File: src/rtl/pdec_pkg.sv
package pdec_pkg;

    // Kind of event seen on the two pulse lines in one cycle
    typedef enum logic [1:0] {
        EV_IDLE = 2'd0,
        EV_SET  = 2'd1,
        EV_CLR  = 2'd2,
        EV_BOTH = 2'd3
    } pulse_ev_e;

    typedef struct packed {
        logic hi;   // request high level
        logic lo;   // request low level
    } pulse_pair_t;

    function automatic pulse_ev_e classify(input pulse_pair_t pp);
        unique case ({pp.hi, pp.lo})
            2'b10:   return EV_SET;
            2'b01:   return EV_CLR;
            2'b11:   return EV_BOTH;
            default: return EV_IDLE;
        endcase
    endfunction

    function automatic logic is_activity(input pulse_ev_e ev);
        return ev != EV_IDLE;
    endfunction

endpackage

File: src/rtl/pdec_event_latch.sv
module pdec_event_latch
    import pdec_pkg::*;
(
    input  logic        clk,
    input  logic        rst,
    input  pulse_pair_t pp,
    output logic        level_q,
    output logic        collide_q,
    output logic        activity
);

    pulse_ev_e ev;

    always_comb begin
        ev       = classify(pp);
        activity = is_activity(ev);
    end

    always_ff @(posedge clk) begin
        if (rst) begin
            level_q   <= 1'b0;
            collide_q <= 1'b0;
        end else begin
            unique case (ev)
                EV_SET:  level_q <= 1'b1;
                EV_CLR:  level_q <= 1'b0;
                default: level_q <= level_q;
            endcase
            collide_q <= (ev == EV_BOTH);
        end
    end

endmodule

File: src/rtl/pdec_watchdog.sv
module pdec_watchdog #(
    parameter int WDOG_CYCLES = 500
) (
    input  logic clk,
    input  logic rst,
    input  logic activity,
    output logic expired
);

    localparam int CW = $clog2(WDOG_CYCLES + 1);
    localparam logic [CW-1:0] LAST = CW'(WDOG_CYCLES - 1);

    logic [CW-1:0] idle_cnt;

    always_ff @(posedge clk) begin
        if (rst) begin
            idle_cnt <= '0;
            expired  <= 1'b1;
        end else if (activity) begin
            idle_cnt <= '0;
            expired  <= 1'b0;
        end else if (!expired) begin
            if (idle_cnt == LAST) begin
                expired <= 1'b1;
            end else begin
                idle_cnt <= idle_cnt + 1'b1;
            end
        end
    end

endmodule

File: src/rtl/pulse_decoder_wd.sv
module pulse_decoder_wd
    import pdec_pkg::*;
#(
    parameter int WDOG_CYCLES = 500
) (
    input  logic clk,
    input  logic rst,
    input  logic set_pulse,
    input  logic reset_pulse,
    output logic data_out,
    output logic link_ok,
    output logic protocol_error
);

    pulse_pair_t pp;
    logic        level_q;
    logic        collide_q;
    logic        activity;
    logic        expired;

    assign pp = '{hi: set_pulse, lo: reset_pulse};

    pdec_event_latch u_latch (
        .clk       (clk),
        .rst       (rst),
        .pp        (pp),
        .level_q   (level_q),
        .collide_q (collide_q),
        .activity  (activity)
    );

    pdec_watchdog #(
        .WDOG_CYCLES (WDOG_CYCLES)
    ) u_wdog (
        .clk      (clk),
        .rst      (rst),
        .activity (activity),
        .expired  (expired)
    );

    // Safe level while the far side is silent
    assign data_out       = expired ? 1'b1 : level_q;
    assign link_ok        = ~expired;
    assign protocol_error = collide_q;

endmodule

File: config.mk
export PLATFORM = sky130hd
export DESIGN_NAME = pulse_decoder_wd
export DESIGN_NICKNAME = d
export VERILOG_FILES = /design/src/rtl/pdec_pkg.sv /design/src/rtl/pdec_event_latch.sv /design/src/rtl/pdec_watchdog.sv /design/src/rtl/pulse_decoder_wd.sv
export SDC_FILE = /design/constraint.sdc
export NUM_CORES = 1
export LEC_CHECK = 0
export ABC_AREA = 0
export BUFFER_PORTS_ARGS = -buffer_cell sky130_fd_sc_hd__buf_4
export CAP_MARGIN = 20
export CORE_AREA = 2 2 39 41
export CTS_CLUSTER_SIZE = 16
export DETAILED_ROUTE_END_ITERATION = 7
export DIE_AREA = 0 0 41 43
export HOLD_SLACK_MARGIN = 0.02
export PLACE_DENSITY = 0.71
export SYNTH_ARGS = -nofsm -noshare
export SYNTH_HDL_FRONTEND = slang
export SYNTH_SLANG_ARGS = --single-unit
File: constraint.sdc
create_clock -name clk -period 1.6 [get_ports clk]
set_clock_uncertainty 0.1 [all_clocks]
set_input_delay 0.08 -clock clk [delete_from_list [all_inputs] [get_ports clk]]
set_output_delay 0.08 -clock clk [all_outputs]
set_load 0.01 [all_outputs]
==> results.cfg <==
[global_route]
grt_overflow = 0
grt_start_max_net_pins = 8
grt.busiest_layer = met2
use_met2_pct = 18.8
grt_pass1_vias = 394
met1_usage_pct = 17.3
grt_pass1_wl_mm = 1.61
grt_util_met3_pct = 9.42
grtUsageTotal_pct = 14.1
antenna_found_initial = 0

[logic_synthesis]
avgSynthCellArea_um2 = 9.29
ys_seq_elements = 12
synth_cells = 61
ys_warn_count = 0
netlist_area_um2 = 567
async_flop_share_pct = 0
ys_types = 25
ys.flop_type = dfxtp_1
synth_edf_count = 0
syn_nets = 69
yosysSeqAreaShare_pct = 42.4

[sta]
setup_tns_ns = 0
finalSetupViolations = 0
tightest_slew_ns = 0.261
hold_violations = 0
slew_headroom_pct = 82.4
rsz0062_at_grt = false
fmax_ghz = 0.653
fin_crit_ns = 1.53
maxSlewViolCount = 0
timing.final.crit_share_pct = 95.8

[die]
coreArea_um2 = 1380
die_height_um = 43
die_x_um = 41
num_rows = 14
die-area_um2 = 1760
pin_count = 7
initial_core_util_pct = 41.0

[finish]
drive_gt1_share_pct = 20.8
final_cell_mix = 12 x dfxtp_1, 7 x nand2_1, 7 x buf_4, 5 x a21oi_1, 4 x o21ai_0
n_antenna_cell = 0
final_cells = 88
syn_to_final_growth_pct = 19.0
nets = 82
final_common_cell = dfxtp_1

[critical_path]
critPathMaxFanout = 5
path_class = flip-flop to flip-flop
ff2ff_path_depth = 4
arrival_ns = 1.64
regToRegEndpoint = u_wdog.idle_cnt[6]
r2r_slack_ns = 0.07
cp-start-kind = flip-flop
rr_startpoint = u_wdog.idle_cnt[0]
worstPathRequired_ns = 1.70
cp-end-kind = flip-flop

[clocking]
cts_buffers = 3
clock_latency_ns = 0.27
cts_tree = yes
post-cts-setup-buffers = 0
clock_path_buffers = 2
clk_pin_slew_ns = 0.07
htree_levels = 1
cts-root-buf = clkbuf_4
cts.sinks = 12

[place]
dpl.cell_count = 84
dp_hpwl_um = 727
gp_congestion = 0.781
portBuffers = 6

[power]
clkPwrFrac_pct = 33.0
p_comb_share_pct = 8.8
pwr-share-seq_pct = 58.1
p_sw_share_pct = 21.4
total_power_uw = 532
power_density_nw_per_um2 = 789
switching_power_uw = 114
internal-power_uw = 418
p_leak_nw = 0.267
peakVddDrop_v = 0.000406

[hold_path]
min_path_type = primary input to flip-flop
hold_end = u_latch.level_q
hold_path_depth = 3
worstHoldStart = reset_pulse

[routing]
drt_iter0_markers = 4
detail-route-antenna-nets = 0
routed_wl_um = 991
first_pass_iters = 3
post_drt_wl_per_cell_um = 11.3
drc = 0
vias_per_cell = 5.11
vias = 450

[run]
cap_viol_max_count = 0

[run_status]
status = completed
==> state kept, by name (all words and copies together), names as in the netlist <==
| signal | flops |
|---|---|
| u_wdog.idle_cnt | 9 |
| u_latch.level_q | 1 |
| u_wdog.expired | 1 |
| u_latch.collide_q | 1 |
==> layer usage <==
metal  vias to the layer above  routed length, um
li1                        239                  -
met1                       200                476
met2                         9                460
met3                         2                 45
met4                         0                  9
met5                         -                  0
==> cells in the mapped netlist (2+ instances only) <==
cell type / n / area share, %
nor2b_1: 3 / 3.3
dfxtp_1: 12 / 42
nand2_1: 7 / 4.6
or2_2: 2 / 2.2
nand2b_1: 2 / 2.2
nor2_1: 2 / 1.3
or3_1: 2 / 2.2
inv_1: 3 / 2.0
o21ai_0: 4 / 3.5
a21oi_1: 5 / 4.4
ha_1: 4 / 8.8
mux2i_1: 2 / 3.5
==> critical path, cell delays in order, from the launching register on <==
cell      delay, ns
dfxtp_1        0.40
ha_2           0.23
nand4b_1       0.20
or3_1          0.41
a21oi_1        0.14
==> power by group through the flow <==
| stage | sequential (mW) | combinational (mW) | clock [mW] |
|---|---|---|---|
| 6_report | 0.309 | 0.0470 | 0.176 |
| 3_3_place_gp | 0.316 | 0.0453 | 0 |
| 3_5_place_dp | 0.316 | 0.0462 | 0 |
| 4_1_cts | 0.309 | 0.0481 | 0.189 |
| 2_1_floorplan | 0.315 | 0.0239 | 0 |
| 5_1_grt | 0.310 | 0.0522 | 0.202 |
==> logic make-up (layout without fill, tap and decap cells) <==
kind of cell             count (synthesis)  count (layout)  synth area share [%]
buffers and inverters                    3              14                  1.99
multiplexers                             2               2                  3.53
XOR/XNOR                                 2               2                  3.09
adder cells (fa/ha/maj)                  4               4                  8.83
AND/OR/NAND/NOR                         26              26                  28.3
AO/OA/AOI/OAI                           12              12                  11.9
flip-flops                              12              12                  42.4
==> final cells by class <==
| cell class | count | area, um^2 |
|---|---|---|
| multi-input combinational | 46 | 318 |
| clock buffer | 3 | 22.5 |
| inverter | 3 | 11.3 |
| timing repair buffer | 8 | 62.6 |
| sequential | 12 | 240 |
| fill | 135 | 709 |
| tap | 16 | 20.0 |
==> stage by stage <==
| stage | cell area, um^2 | setup slack, ns | util [%] | hold slack (ns) |
|---|---|---|---|---|
| final | 674 | 0.0679 | 48.7 | 0.0495 |
| after global routing | 674 | 0.00167 | 48.7 | 0.0392 |
| after CTS | 672 | 0.0748 | 48.6 | 0.0442 |
| after detailed placement | 639 | 0.0982 | 46.2 | 0.184 |
| after global placement | 639 | 0.102 | 46.2 | 0.179 |
| after floorplan | 567 | 0.255 | - | 0.0516 |
==> what timing repair did <==
action | 4_1_cts | 5_1_grt
hold endpoints to repair | 3 | 0
gates resized for setup | 0 | 1
hold buffers | 1 | 0
endpoints found under the setup margin | 0 | 1
==> how the worst max path moves through the flow <==
stage                       start                  to  slack, ns  depth (start not counted)
3_5_place_dp   u_wdog.idle_cnt[0]  u_wdog.idle_cnt[6]        0.1                          4
6_report       u_wdog.idle_cnt[0]  u_wdog.idle_cnt[6]       0.07                          4
3_3_place_gp   u_wdog.idle_cnt[0]  u_wdog.idle_cnt[6]       0.10                          4
5_1_grt        u_wdog.idle_cnt[0]  u_wdog.idle_cnt[6]      0.002                          4
2_1_floorplan  u_wdog.idle_cnt[0]  u_wdog.idle_cnt[6]       0.25                          4
4_1_cts        u_wdog.idle_cnt[0]  u_wdog.idle_cnt[6]       0.07                          4
Power figures use the tool's default switching activity.
